$ cat config.mk
export PLATFORM = sky130hd
export DESIGN_NAME = irq_vector_unit
export DESIGN_NICKNAME = d
export VERILOG_FILES = /design/src/rtl/irq_vec_pkg.sv /design/src/rtl/irq_src_gate.sv /design/src/rtl/irq_prio_pick.sv /design/src/rtl/irq_mask_ctl.sv /design/src/rtl/irq_vec_reg.sv /design/src/rtl/irq_vector_unit.sv
export SDC_FILE = /design/constraint.sdc
export NUM_CORES = 1
export LEC_CHECK = 0
export CORE_AREA = 4 4 41 43
export DETAILED_ROUTE_END_ITERATION = 10
export DIE_AREA = 0 0 45 47
export DONT_BUFFER_PORTS = 1
export GPL_TIMING_DRIVEN = 0
export PLACE_DENSITY_LB_ADDON = 0.3
export SETUP_SLACK_MARGIN = 0.15
export SLEW_MARGIN = 15
export SYNTH_ARGS = -nofsm -noshare
export SYNTH_HDL_FRONTEND = slang
export SYNTH_HIERARCHICAL = 1
export SYNTH_SLANG_ARGS = --single-unit
$ cat constraint.sdc
create_clock -name clk -period 1.5 [get_ports clk]
set_input_delay 0.3 -clock clk [delete_from_list [all_inputs] [get_ports clk]]
set_output_delay 0.3 -clock clk [all_outputs]
set_load 0.01 [all_outputs]
$ cat src/rtl/irq_vec_pkg.sv
// Package: shared types and helpers for the interrupt vectoring unit.
// Assumes vector slots are contiguous and equally sized, growing upward with source index.
package irq_vec_pkg;

    // Operation applied to the global mask in one cycle, in precedence order.
    typedef enum logic [2:0] {
        MOP_HOLD    = 3'd0,
        MOP_ACCEPT  = 3'd1,
        MOP_RESTORE = 3'd2,
        MOP_SET     = 3'd3,
        MOP_CLEAR   = 3'd4
    } mask_op_e;

    // High-byte address of slot idx, given the lowest slot and the slot size in bytes.
    function automatic logic [15:0] slot_address(input logic [15:0] base,
                                                 input int unsigned idx,
                                                 input int unsigned slot_bytes);
        slot_address = base + 16'(idx * slot_bytes);
    endfunction

endpackage

$ cat src/rtl/irq_src_gate.sv
// Module: gates every source request with the global mask.
// Assumes requests are level signals already synchronous to clk.
module irq_src_gate #(
    parameter int unsigned NUM_SRC = 3
) (
    input  logic [NUM_SRC-1:0] req,
    input  logic               mask,
    output logic [NUM_SRC-1:0] eligible
);

    // One gate per source: a request counts only while the mask is clear.
    for (genvar g = 0; g < NUM_SRC; g++) begin : g_gate
        assign eligible[g] = req[g] & ~mask;
    end

endmodule

$ cat src/rtl/irq_prio_pick.sv
// Module: fixed-priority picker, the highest set index wins.
// Assumes at most NUM_SRC sources; output index is meaningless when any_valid is 0.
module irq_prio_pick #(
    parameter int unsigned NUM_SRC = 3,
    localparam int unsigned IDX_W  = (NUM_SRC > 1) ? $clog2(NUM_SRC) : 1
) (
    input  logic [NUM_SRC-1:0] eligible,
    output logic               any_valid,
    output logic [IDX_W-1:0]   win_idx
);

    // Scan upward so the last (highest) eligible index overwrites lower ones.
    always_comb begin
        any_valid = 1'b0;
        win_idx   = '0;
        for (int i = 0; i < NUM_SRC; i++) begin
            if (eligible[i]) begin
                any_valid = 1'b1;
                win_idx   = IDX_W'(i);
            end
        end
    end

endmodule

$ cat src/rtl/irq_mask_ctl.sv
// Module: global mask register and the mask value saved at acceptance.
// Assumes strobes are single-cycle; precedence is accept, restore, set, clear.
module irq_mask_ctl
    import irq_vec_pkg::*;
(
    input  logic clk,
    input  logic rst_n,
    input  logic accept,
    input  logic rti,
    input  logic mask_set,
    input  logic mask_clr,
    output logic mask
);

    mask_op_e op;
    logic     saved_mask;

    // Decode this cycle's strobes into one mask operation by precedence.
    always_comb begin
        if (accept)        op = MOP_ACCEPT;
        else if (rti)      op = MOP_RESTORE;
        else if (mask_set) op = MOP_SET;
        else if (mask_clr) op = MOP_CLEAR;
        else               op = MOP_HOLD;
    end

    // Update the live mask and the copy taken at acceptance.
    always_ff @(posedge clk) begin
        if (!rst_n) begin
            mask       <= 1'b1;
            saved_mask <= 1'b1;
        end else begin
            unique case (op)
                MOP_ACCEPT: begin
                    saved_mask <= mask;
                    mask       <= 1'b1;
                end
                MOP_RESTORE: mask <= saved_mask;
                MOP_SET:     mask <= 1'b1;
                MOP_CLEAR:   mask <= 1'b0;
                default:     mask <= mask;
            endcase
        end
    end

endmodule

$ cat src/rtl/irq_vec_reg.sv
// Module: holds the vector address of the last accepted interrupt.
// Assumes win_idx is valid whenever accept is high.
module irq_vec_reg
    import irq_vec_pkg::*;
#(
    parameter int unsigned NUM_SRC    = 3,
    parameter int unsigned SLOT_BYTES = 2,
    parameter logic [15:0] VEC_BASE   = 16'hFFF4,
    parameter logic [15:0] RESET_VEC  = 16'hFFFE,
    localparam int unsigned IDX_W     = (NUM_SRC > 1) ? $clog2(NUM_SRC) : 1
) (
    input  logic             clk,
    input  logic             rst_n,
    input  logic             accept,
    input  logic [IDX_W-1:0] win_idx,
    output logic [15:0]      vector_addr
);

    // Capture the winner's slot on acceptance, otherwise hold.
    always_ff @(posedge clk) begin
        if (!rst_n)
            vector_addr <= RESET_VEC;
        else if (accept)
            vector_addr <= slot_address(VEC_BASE, int'(win_idx), SLOT_BYTES);
    end

endmodule

$ cat src/rtl/irq_vector_unit.sv
// Module: top of the maskable interrupt vectoring unit.
// Gates requests with the global mask, picks the highest-index source, and on a
// take strobe latches its vector address and sets the mask.
// Assumes take is issued by the sequencer only after state stacking.
module irq_vector_unit #(
    parameter int unsigned NUM_SRC    = 3,
    parameter int unsigned SLOT_BYTES = 2,
    parameter logic [15:0] VEC_BASE   = 16'hFFF4,
    parameter logic [15:0] RESET_VEC  = 16'hFFFE
) (
    input  logic               clk,
    input  logic               rst_n,
    input  logic [NUM_SRC-1:0] irq_req,
    input  logic               take,
    input  logic               rti,
    input  logic               mask_set,
    input  logic               mask_clr,
    output logic               irq_pending,
    output logic [15:0]        vector_addr,
    output logic               mask
);

    localparam int unsigned IDX_W = (NUM_SRC > 1) ? $clog2(NUM_SRC) : 1;

    logic [NUM_SRC-1:0] eligible;
    logic [IDX_W-1:0]   win_idx;
    logic               accept;

    irq_src_gate #(.NUM_SRC(NUM_SRC)) i_gate (
        .req      (irq_req),
        .mask     (mask),
        .eligible (eligible)
    );

    irq_prio_pick #(.NUM_SRC(NUM_SRC)) i_pick (
        .eligible  (eligible),
        .any_valid (irq_pending),
        .win_idx   (win_idx)
    );

    // Acceptance: the sequencer takes while an unmasked request is present.
    assign accept = take & irq_pending;

    irq_mask_ctl i_mask (
        .clk      (clk),
        .rst_n    (rst_n),
        .accept   (accept),
        .rti      (rti),
        .mask_set (mask_set),
        .mask_clr (mask_clr),
        .mask     (mask)
    );

    irq_vec_reg #(
        .NUM_SRC    (NUM_SRC),
        .SLOT_BYTES (SLOT_BYTES),
        .VEC_BASE   (VEC_BASE),
        .RESET_VEC  (RESET_VEC)
    ) i_vec (
        .clk         (clk),
        .rst_n       (rst_n),
        .accept      (accept),
        .win_idx     (win_idx),
        .vector_addr (vector_addr)
    );

endmodule

# Word level (Yosys, flattened, before mapping)
# Cells that the tools add are included.
# op_classes
addsub	1
n_eq_ne	4
muxes	10
bitwise_logic	5
reduce_logical	2
# ops
cell	n
2-to-1 mux 3 bit	4
adder 5 x 4 -> 6 bit (first input constant)	1
equality test 3 x 2 -> 1 bit (second input constant)	2
AND 1 bit	4
2-to-1 mux 1 bit	4
equality test 3 x 1 -> 1 bit (second input constant)	1
equality test 3 bit (second input constant)	1
one-hot mux 1 bit (3 select lines)	1
nonzero test 3 bit	1
2-to-1 mux 2 bit	1
OR reduction 2 bit	1
NOT 1 bit	1
# word_totals
reg_bits	18
inputBits	9
out_inout_bits	18
wordCells	25

# Longest topological paths before layout
# Gate-level depths: netlist of run 1.
# depth
word_depth	10
ltp_mapped	5
depth_no_buf	5

# Hierarchy
# Netlist of run 1, hierarchy kept.
# by_module_without_submodules
mod	n_inst	cells_per_inst	area_each_um2	seq_area_each_um2
irq_vec_reg	1	25	214.0	60.1
irq_mask_ctl	1	8	88.8	40.0
irq_prio_pick	1	3	20.0	0.0
irq_src_gate	1	3	18.8	0.0
irq_vector_unit	1	1	6.3	0.0

# Least setup slack after synthesis of run 1
# Ideal clock, no wire load.
# synth_path
kind	reg2reg
start	register i_mask.mask
end	register i_vec.vector_addr[2]
setup_time_ps	67
arrival_time_ps	1396
setup_slack_ps	37
path_stages_with_launch	6
cell_sequence	dfxtp_1 -> nor2b_1 -> or3_1 -> and2_1 -> and2_4 -> o21ai_2
# synth_via
elab_cells_between_ends	11
# synth_rtl
item	line_no	source
start: declaration	irq_mask_ctl.sv:12	output logic mask
start signal: assignment	irq_mask_ctl.sv:38	MOP_RESTORE: mask <= saved_mask;
start signal: assignment	irq_mask_ctl.sv:41	default: mask <= mask;
NOT 1 bit	irq_src_gate.sv:13	assign eligible[g] = req[g] & ~mask;
AND 1 bit	irq_src_gate.sv:13	
net eligible[2]	irq_vector_unit.sv:25	logic [NUM_SRC-1:0] eligible;
2-to-1 mux 1 bit	irq_prio_pick.sv:17	if (eligible[i]) begin
net irq_pending	irq_vector_unit.sv:18	output logic irq_pending,
AND 1 bit	irq_vector_unit.sv:42	assign accept = take & irq_pending;
net accept	irq_vector_unit.sv:27	logic accept;
end signal: assignment	irq_vec_reg.sv:24	vector_addr <= slot_address(VEC_BASE, int'(win_idx), SLOT_BYTES);
end: declaration	irq_vec_reg.sv:16	output logic [15:0] vector_addr
# The timed path passes the listed nets, and every way through them passes these cells.
# A chain may end at the register's enable or synchronous reset.

# Worst setup path after layout of run 1
# layout_path
start	register i_mask.mask
end	output port irq_pending
# layout_via
elab_cells_between_ends	7
# layout_rtl
item	line_no
NOT 1 bit	irq_src_gate.sv:13
AND 1 bit	irq_src_gate.sv:13
net eligible[1]	irq_vector_unit.sv:25
2-to-1 mux 1 bit (2 in series)	irq_prio_pick.sv:17
end: declaration	irq_vector_unit.sv:18
# The timed path passes the listed nets, and every way through them passes these cells.

==> results.md, run 1 <==
- Status: completed
- Clock transition at the registers of the reported paths: 0.04 ns
- Endpoint of the worst-slack reg-to-reg timing path: i_vec/vector_addr[3]
- Part of the Yosys area used for sequential elements: 0.288
- Drt drc: 0
- Placeable Area: between 1000 and 1500 um^2
- Routed wire per std cell: 8.54 um
- First-pass detailed-route iteration total: 2
- Placement row count: 13
- Crit path max fanout: 6
- # IOs: 27
- Register bit count reported by yosys: 5
- Maximum buffer depth of the clock tree: 2
- Synth cell types: 15
- Clock tree from TritonCTS: built
- Die Area: roughly 2100 um^2
- Unrepaired setup endpoints after global routing: true
- Critical Path Sink: irq_pending
- Max capacitance violation total: 0
- Warnings from Yosys: 6
- Reg2reg start: i_mask/mask
- Required time of the critical path: around 1.2 ns
- Startpoint of the worst setup timing path: i_mask/mask
- Most common cell after layout, fill and taps aside: sky130_fd_sc_hd__buf_4
- Fin util: 0.344
- Via Count: between 200 and 250
- Total wirelength of the detailed-routed design: 598 um
- Number of pins with negative max-slew slack in the final report: 0
- Combined area of all synthesized cells: 348 um^2
- Skew-Pair Late Insertion Delay: 0.24 ns
- Multi-input combinational cell area: 194 um^2
- Effective utilization at floorplan: 0.267
- Total setup buffers inserted after CTS: 0
- Net total in the final layout: 65
- Avg Synthesized Cell Area: 8.70 um^2
- Kind of critical path: flip-flop to output pin
- Layout Skew: between 0.001 and 0.0015 ns
- Clock tree sinks: 5
- Commonest non-fill, non-tap cells in the layout: 14 x sky130_fd_sc_hd__buf_4, 13 x sky130_fd_sc_hd__conb_1, 4 x sky130_fd_sc_hd__dfxtp_1
- Overall overflow remaining after global route: 0
- Root cell of the clock tree: sky130_fd_sc_hd__clkbuf_4
- Maximum resistive drop on vdd: 0.444 mV
- Half-perimeter wire length of the detailed placement result: 515 um
- Worst slack, placed: 0.0787 ns
- Share of the clock period used by the worst path after layout: 0.916
- Worst Hold Class: primary input to flip-flop
- Final estimated routing congestion in global placement: 0.652
- Number of hold-repair buffers added at the cts stage: 0
- Diode count: 0
- Total power of the final layout: 353 uW
- Fraction of final layout cells sized beyond drive strength 1: 0.455
- Final Worst Setup Slack: 0.127 ns
- Remaining antenna violation count: 0
- Setup-failing EPs final: 0
- Total clock buffers created by CTS: 3
- Iteration-0 DRC count of the detailed router: 1
- Type of element capturing the critical path: output pin
- Number of antenna violations at the first check in global routing: 0
- Leakage component of the power: just over 0.2 nW
- Die boundary height: 47 um
- Number of global-route vias before repair: 200
- Kind of start point of the critical path: flip-flop
- Floorplan die width: 45 um
- Synthesized netlist cell count: 40
- Highest clock frequency the design can meet: about 730 MHz
- Global-route wire length before repair: 910 um
- FF-to-FF setup slack: 0.17 ns
- Fill cells: 157
- Setup TNS: 0 ns
- Routed vias/inst: 3.43
- Total GRT Usage: 0.0657
- Maximum number of pins on one net before global-route repair: 7
- Power density normalized to cell area: 787 nW/um^2
- Hold violation count in the final report: 0
- Worst Reg-to-Reg Cells: 5
- Critical Path AT: between 1 and 1.5 ns
- Buffers on Ports: 0
- Min cycle time layout: 1.37 ns
- H-tree levels: 1
- Layout overhead on the synthesized area: 28.8%
- Footprint of the flip-flops and latches: between 100 and 150 um^2
==> how the worst min path moves through the flow <==
stage | cells after the start | start | to | slack, ns
6_report | 1 | rst_n | i_vec/vector_addr[2] | 0.12
5_1_grt | 1 | rst_n | i_vec/vector_addr[2] | 0.11
3_5_place_dp | 1 | rst_n | i_vec/vector_addr[2] | 0.37
4_1_cts | 1 | rst_n | i_vec/vector_addr[2] | 0.11
3_3_place_gp | 1 | rst_n | i_vec/vector_addr[2] | 0.36
2_1_floorplan | 1 | rst_n | i_vec/vector_addr[2] | 0.36
==> timing repair <==
action                     4_1_cts  5_1_grt
gates resized for setup          3        0
hold endpoints to repair         0        0
setup endpoints to repair        6        5
pin swaps                        1        2
==> flip-flops by register name (all words and copies together) (netlist names) <==
signal	flops
i_mask/saved_mask	1
i_vec/vector_addr	3
i_mask/mask	1
==> synthesized netlist by cell type <==
cell type / n / area, um^2
sky130_fd_sc_hd__buf_4: 14 / 105
sky130_fd_sc_hd__dfxtp_1: 5 / 100
sky130_fd_sc_hd__nor2b_1: 4 / 25.0
sky130_fd_sc_hd__mux2i_1: 3 / 30.0
sky130_fd_sc_hd__nand2_1: 3 / 11.3
sky130_fd_sc_hd__conb_1: 2 / 7.51
sky130_fd_sc_hd__and2_1: 1 / 6.26
sky130_fd_sc_hd__and2_4: 1 / 8.76
sky130_fd_sc_hd__nand2b_1: 1 / 6.26
sky130_fd_sc_hd__nand3b_1: 1 / 7.51
sky130_fd_sc_hd__nor2_1: 1 / 3.75
sky130_fd_sc_hd__nor2b_2: 1 / 8.76
sky130_fd_sc_hd__o21ai_2: 1 / 8.76
sky130_fd_sc_hd__o31ai_2: 1 / 12.5
sky130_fd_sc_hd__or3_1: 1 / 6.26
==> logic make-up after synthesis <==
kind of cell	Yosys count	share of synthesized area
flops	5	0.288
compound gates	2	0.0611
simple gates	14	0.241
buf+inv	14	0.302
mux	3	0.0863
other cells	2	0.0216
==> layer usage <==
metal | global-route usage | vias up | wire (um)
met2 | 0.0819 | 17 | 262
met4 | 0.0351 | 0 | 0
met3 | 0.0690 | 0 | 120
met1 | 0.0685 | 94 | 215
met5 | 0 | - | 0
li1 | - | 129 | -
==> cell type report <==
| type | instances | share of cell area |
|---|---|---|
| plain buffers | 14 | 0.235 |
| well taps | 15 | 0.0419 |
| clock buffers | 4 | 0.0587 |
| flip-flops and latches | 5 | 0.232 |
| multi-input cells | 32 | 0.433 |
==> where the power goes <==
group	total, mW	switching [mW]	internal, mW
logic	0.0587	0.0260	0.0327
clock network	0.154	0.0537	0.100
registers	0.140	0.00423	0.135
==> per-stage QoR <==
step,hold WS (ns),cell area (um^2),instances
floorplan,0.359,393,51
global placement,0.362,412,66
detailed placement,0.365,412,66
CTS,0.115,448,70
global route,0.107,448,70
finish,0.121,448,70
==> critical path: stages, from the launching register on <==
cell and delay, ns:
sky130_fd_sc_hd__dfxtp_4 0.38, sky130_fd_sc_hd__nor2b_2 0.05, sky130_fd_sc_hd__or3_4 0.41
Power figures use the tool's default switching activity.
==> run 2: changes to the inputs <==
PLACE_DENSITY_LB_ADDON = unset   (was 0.3)
REMOVE_ABC_BUFFERS = 1   (was unset)
==> run 2 against run 1 <==
Clock power is essentially flat; clock skew is essentially flat; sequential cell count is the same; global-route usage shrank 0.084 points; first-iteration DRC count is the same; count of clock-buffer cells in the layout is the same; cell count shrank 20%; worst setup slack lost 0.0084 ns; sequential share of layout area grew 6.9 points; critical path type unchanged.
==> results.md, run 2 (same netlist as run 1, synthesis figures left out) <==
- Skew-Pair Late Insertion Delay: around 0.24 ns
- Setup TNS: 0 ns
- Share of the clock period used by the worst path after layout: 0.921
- Diode count: 0
- Kind of start point of the critical path: flip-flop
- Total GRT Usage: 0.0648
- Proportion of power drawn by flip-flops and latches: 0.427
- Total clock buffers created by CTS: 3
- Hold path startpoint: rst_n
- Setup-failing EPs final: 0
- Top routing layer used: met4
- Most common cell after layout, fill and taps aside: sky130_fd_sc_hd__conb_1
- Combinational Power Share: 0.099
- Worst Reg-to-Reg Cells: 5
- Layout Skew: ~0.0013 ns
- Clock transition at the registers of the reported paths: roughly 0.040 ns
- Half-perimeter wire length of the detailed placement result: 463 um
- Placed cell area: around 300 um^2
- Reg2reg start: i_mask/mask
- Routed wire per std cell: between 10 and 15 um
- Fill cells: 156
- Fraction of final layout cells sized beyond drive strength 1: 0.293
- Overall overflow remaining after global route: 0
- Max capacitance violation total: 0
- Via Count: 210
- Total wirelength of the detailed-routed design: 563 um
- Required time of the critical path: 1.20 ns
- Placement row count: 13
- Worst Hold Class: primary input to flip-flop
- Largest register FFs: 3
- Iteration-0 DRC count of the detailed router: 1
- Remaining antenna violation count: 0
- Kind of critical path: flip-flop to output pin
- Drt drc: 0
- Die boundary height: 47 um
- Root cell of the clock tree: sky130_fd_sc_hd__clkbuf_4
- Buffers on Ports: 0
- Final non-filler cell area: 345 um^2
- Met2 WL post-DR: around 220 um
- Leakage component of the power: 0.145 nW
- Clock tree sinks: 5
- Routed vias/inst: 3.75
- Unrepaired setup endpoints after global routing: true
- Clock share of power: 0.474
- Final cell count without fillers: 56
- Net Sw Power: 81.0 uW
- Number of global-route vias before repair: 200
- Worst Hold Depth: 1
- Cell-internal power: 246 uW
- Crit path max fanout: 6
- # IOs: 27
- Die Area: 2120 um^2
- Highest clock frequency the design can meet: 724 MHz
- Hold Slack: 0.117 ns
- Power density normalized to cell area: 948 nW/um^2
- Maximum buffer depth of the clock tree: 2
- Layout overhead on the synthesized area: -0.720%
- Type of element capturing the critical path: output pin
- Endpoint of the worst-slack reg-to-reg timing path: i_vec/vector_addr[1]
- Number of antenna violations at the first check in global routing: 0
- Routed length on met1: 175 um
- Net total in the final layout: 51
- Global-route wire length before repair: between 800 and 900 um
- Register containing the most flip-flops in the final layout: i_vec/vector_addr
- Final estimated routing congestion in global placement: 0.680
- Floorplan die width: 45 um
- Largest registers ranked by flip-flop count: i_vec/vector_addr x3, i_mask/mask x1, i_mask/saved_mask x1
- Commonest non-fill, non-tap cells in the layout: 13 x sky130_fd_sc_hd__conb_1, 4 x sky130_fd_sc_hd__dfxtp_1
- Hold violation count in the final report: 0
- Status: completed
- Met3 Routed Length: approximately 160 um
- Maximum number of pins on one net before global-route repair: 7
- Critical Path AT: roughly 1.1 ns
- FF-to-FF setup slack: 0.14 ns
- Min cycle time layout: roughly 1.4 ns
- Clock tree from TritonCTS: built
- Total power of the final layout: ~330 uW
- First-pass detailed-route iteration total: 2
- H-tree levels: 1
- Effective utilization at floorplan: 0.267
- Share of total power consumed by net switching: 0.247
- Placeable Area: ~1300 um^2
- Critical Path Sink: irq_pending
- Number of pins with negative max-slew slack in the final report: 0
- Placed cell count: 52
- Maximum resistive drop on vdd: between 0.4 and 0.5 mV
- Startpoint of the worst setup timing path: i_mask/mask
-- run 2: cell count changes in the layout (fill, tap and decap cells not counted) --
cell                     before  now
sky130_fd_sc_hd__buf_4       14    0
sky130_fd_sc_hd__nor2_1       1    0
sky130_fd_sc_hd__nor2_2       0    1
-- run 2: through the flow --
| step | setup WS [ns] | utilization |
|---|---|---|
| after detailed placement | -0.145 | 0.233 |
| after global placement | -0.126 | 0.233 |
| final | 0.118 | 0.265 |
| after CTS | 0.101 | 0.263 |
| after floorplan | 0.0239 | - |
| after global routing | 0.0608 | 0.265 |
-- run 2: worst max-delay path: stages (launching register included) --
cell                      delay, ns
sky130_fd_sc_hd__dfxtp_4       0.38
sky130_fd_sc_hd__nor2b_2       0.07
sky130_fd_sc_hd__or3_4         0.39
-- run 2: cell type report --
class	count	area (um^2)	area share
multi-input combinational	32	196	0.569
tap	15	18.8	0.0543
clock buffer	4	26.3	0.0761
sequential	5	104	0.301
-- run 2: timing repair --
action                                  4_1_cts  5_1_grt
pin swaps                                     1        2
buffers inserted                              0        0
endpoints found under the setup margin        6        6
hold buffers                                  0        0
gates resized for setup                       6        1
endpoints found under the hold margin         0        0
-- run 2: routing by layer --
layer  vias to the layer above  GRT usage
met1                        83     0.0524
met5                         -          0
met3                         3     0.0920
met2                        22     0.0734
li1                        102          -
met4                         0     0.0526
-- run 2: power by group through the flow --
stage               registers, mW  logic (mW)  clock network [mW]
floorplan                   0.142      0.0276                   0
global placement            0.143      0.0290                   0
detailed placement          0.143      0.0291                   0
CTS                         0.140      0.0316               0.166
global route                0.140      0.0360               0.182
finish                      0.140      0.0324               0.155
-- run 2: how the worst min path moves through the flow --
stage | end | slack [ns]
4_1_cts | i_vec/vector_addr[2] | 0.11
6_report | i_vec/vector_addr[2] | 0.12
5_1_grt | i_vec/vector_addr[2] | 0.1
2_1_floorplan | i_vec/vector_addr[2] | 0.36
3_3_place_gp | i_vec/vector_addr[2] | 0.36
3_5_place_dp | i_vec/vector_addr[2] | 0.36
==> run 3: changes to the inputs <==
SLEW_MARGIN = 0   (was 15)
clock period = 1.2 ns   (was 1.5 ns; I/O delays follow)
==> run 3 against run 2 <==
The run now ends with negative setup slack left; non-clock buffer count stayed put; count of clock-buffer cells in the layout unchanged; register-to-register slack got worse by 0.30 ns; cell area unchanged; clock power up 26%; utilization unchanged; via count rose by 0.95%; power rose by 25%; cell count is the same; global-route usage is the same; worst setup slack got worse by 0.28 ns; critical endpoint is now i_vec/vector_addr[1]; largest cell class unchanged.
==> results.md, run 3 (same netlist as run 1, synthesis figures left out) <==
- Largest register FFs: 3
- Fraction of final layout cells sized beyond drive strength 1: 0.293
- Crit path max fanout: 6
- Final non-filler cell area: approximately 350 um^2
- Root cell of the clock tree: sky130_fd_sc_hd__clkbuf_4
- Number of pins with negative max-slew slack in the final report: 0
- Hold path startpoint: rst_n
- Cell family contributing the most delay on the critical path: simple AND/OR/NAND/NOR gates
- Floorplan die width: 45 um
- Clock tree sinks: 5
- Status: finished, violations left
- # IOs: 27
- Number of global-route vias before repair: 200
- Number of antenna violations at the first check in global routing: 0
- Placeable Area: 1300 um^2
- Power density normalized to cell area: 1190 nW/um^2
- Layout overhead on the synthesized area: -0.720%
- Maximum number of pins on one net before global-route repair: 7
- Commonest non-fill, non-tap cells in the layout: 13 x sky130_fd_sc_hd__conb_1, 4 x sky130_fd_sc_hd__dfxtp_1
- Buffers on Ports: 0
- Kind of start point of the critical path: flip-flop
- Most common cell after layout, fill and taps aside: sky130_fd_sc_hd__conb_1
- Total GRT Usage: 0.0648
- Remaining antenna violation count: 0
- Worst Hold Path EP: i_vec/vector_addr[2]
- Total wirelength of the detailed-routed design: 567 um
- Cell type of the slowest stage on the worst timing path: sky130_fd_sc_hd__dfxtp_4
- Routed wire per std cell: 10.1 um
- Iteration-0 DRC count of the detailed router: 1
- Layout Skew: 0.00178 ns
- Largest registers ranked by flip-flop count: i_vec/vector_addr x3, i_mask/mask x1, i_mask/saved_mask x1
- Max capacitance violation total: 0
- Number of hold-repair buffers added at the cts stage: 0
- Total clock buffers created by CTS: 3
- H-tree levels: 1
- Via Count: 212
- Worst slack, placed: -0.445 ns
- Worst Reg-to-Reg Cells: 5
- Hold Slack: 0.0572 ns
- Leakage component of the power: 0.147 nW
- Kind of critical path: flip-flop to flip-flop
- Setup-failing EPs final: 6
- Clock transition at the registers of the reported paths: 0.04 ns
- Diode count: 0
- Die boundary height: 47 um
- Clock tree from TritonCTS: built
- Ordered cell list for the critical path: nor2b_2 > or3_4 > and2_4 > mux2i_1 > nand2_1
- Buffers and inverters on the worst path: 0
- Skew-Pair Late Insertion Delay: ~0.24 ns
- Total power of the final layout: 410 uW
- Maximum resistive drop on vdd: approximately 0.57 mV
- Maximum buffer depth of the clock tree: 2
- Die Area: ~2100 um^2
- Min cycle time layout: 1.36 ns
- Hold violation count in the final report: 0
- Type of element capturing the critical path: flip-flop
- First-pass detailed-route iteration total: 2
- Global-route wire length before repair: just over 800 um
- Critical Path AT: approximately 1.5 ns
- Share of the clock period used by the worst path after layout: 1.14
- Required time of the critical path: about 1.3 ns
- Unrepaired setup endpoints after global routing: true
- Fill cells: 157
- Effective utilization at floorplan: 0.267
- Worst Hold Depth: 1
- FF-to-FF setup slack: -0.16 ns
- Drt drc: 0
- Highest cell delay on the worst timing path: 0.39 ns
- Half-perimeter wire length of the detailed placement result: 463 um
- Violations in the final reports: negative setup slack
- Routed vias/inst: 3.79
- Final Worst Setup Slack: -0.163 ns
- Endpoint of the worst-slack reg-to-reg timing path: i_vec/vector_addr[1]
- Reg2reg start: i_mask/mask
- Placement row count: 13
- Worst Hold Class: primary input to flip-flop
- Placed cell area: slightly above 300 um^2
- Highest clock frequency the design can meet: ~730 MHz
- Net total in the final layout: 51
- Final estimated routing congestion in global placement: 0.680
- Register containing the most flip-flops in the final layout: i_vec/vector_addr
- Overall overflow remaining after global route: 0
-- run 3: cell counts in the layout (fill, tap and decap cells not counted) --
No cell type changed its count.
-- run 3: through the flow --
| stage | instances | util | setup TNS (ns) |
|---|---|---|---|
| after floorplan | 37 | - | -1.33 |
| after global placement | 52 | 0.233 | -2.09 |
| after detailed placement | 52 | 0.233 | -2.16 |
| after CTS | 56 | 0.265 | -0.849 |
| after global routing | 56 | 0.265 | -1.22 |
| final | 56 | 0.265 | -0.785 |
-- run 3: final cells by class --
cell class | instances | area (um^2) | area share
multi-input cells | 32 | 196 | 0.569
clock buffers | 4 | 26.3 | 0.0761
flip-flops and latches | 5 | 104 | 0.301
well taps | 15 | 18.8 | 0.0543
-- run 3: routing by layer --
| metal | vias to the layer above | part of all wire | track usage | wire (um) |
|---|---|---|---|---|
| met4 | 0 | 0.014 | 0.0526 | 8 |
| met3 | 3 | 0.28 | 0.0920 | 160 |
| li1 | 102 | - | - | - |
| met2 | 22 | 0.39 | 0.0734 | 219 |
| met5 | - | 0 | 0 | 0 |
| met1 | 85 | 0.31 | 0.0524 | 178 |
-- run 3: how the worst max path moves through the flow --
| stage | start | end | slack (ns) | cells past startpoint |
|---|---|---|---|---|
| 3_5_place_dp | i_mask/mask | i_vec/vector_addr[1] | -0.45 | 5 |
| 5_1_grt | i_mask/mask | i_mask/saved_mask | -0.23 | 5 |
| 6_report | i_mask/mask | i_vec/vector_addr[1] | -0.16 | 5 |
| 4_1_cts | i_mask/mask | i_vec/vector_addr[1] | -0.17 | 5 |
| 3_3_place_gp | i_mask/mask | i_vec/vector_addr[1] | -0.43 | 5 |
| 2_1_floorplan | i_mask/mask | i_vec/vector_addr[2] | -0.28 | 5 |
-- run 3: timing repair --
| item | 4_1_cts | 5_1_grt |
|---|---|---|
| gates resized for setup | 7 | 0 |
| setup endpoints to repair | 6 | 6 |
| buffers inserted | 0 | 0 |
-- run 3: power breakdown --
part,internal [mW],total [mW],switching [mW],leakage [nW]
Sequential,0.169,0.175,0.00546,0.0406
Clock,0.126,0.195,0.0690,0.0150
Combinational,0.0134,0.0407,0.0273,0.0913
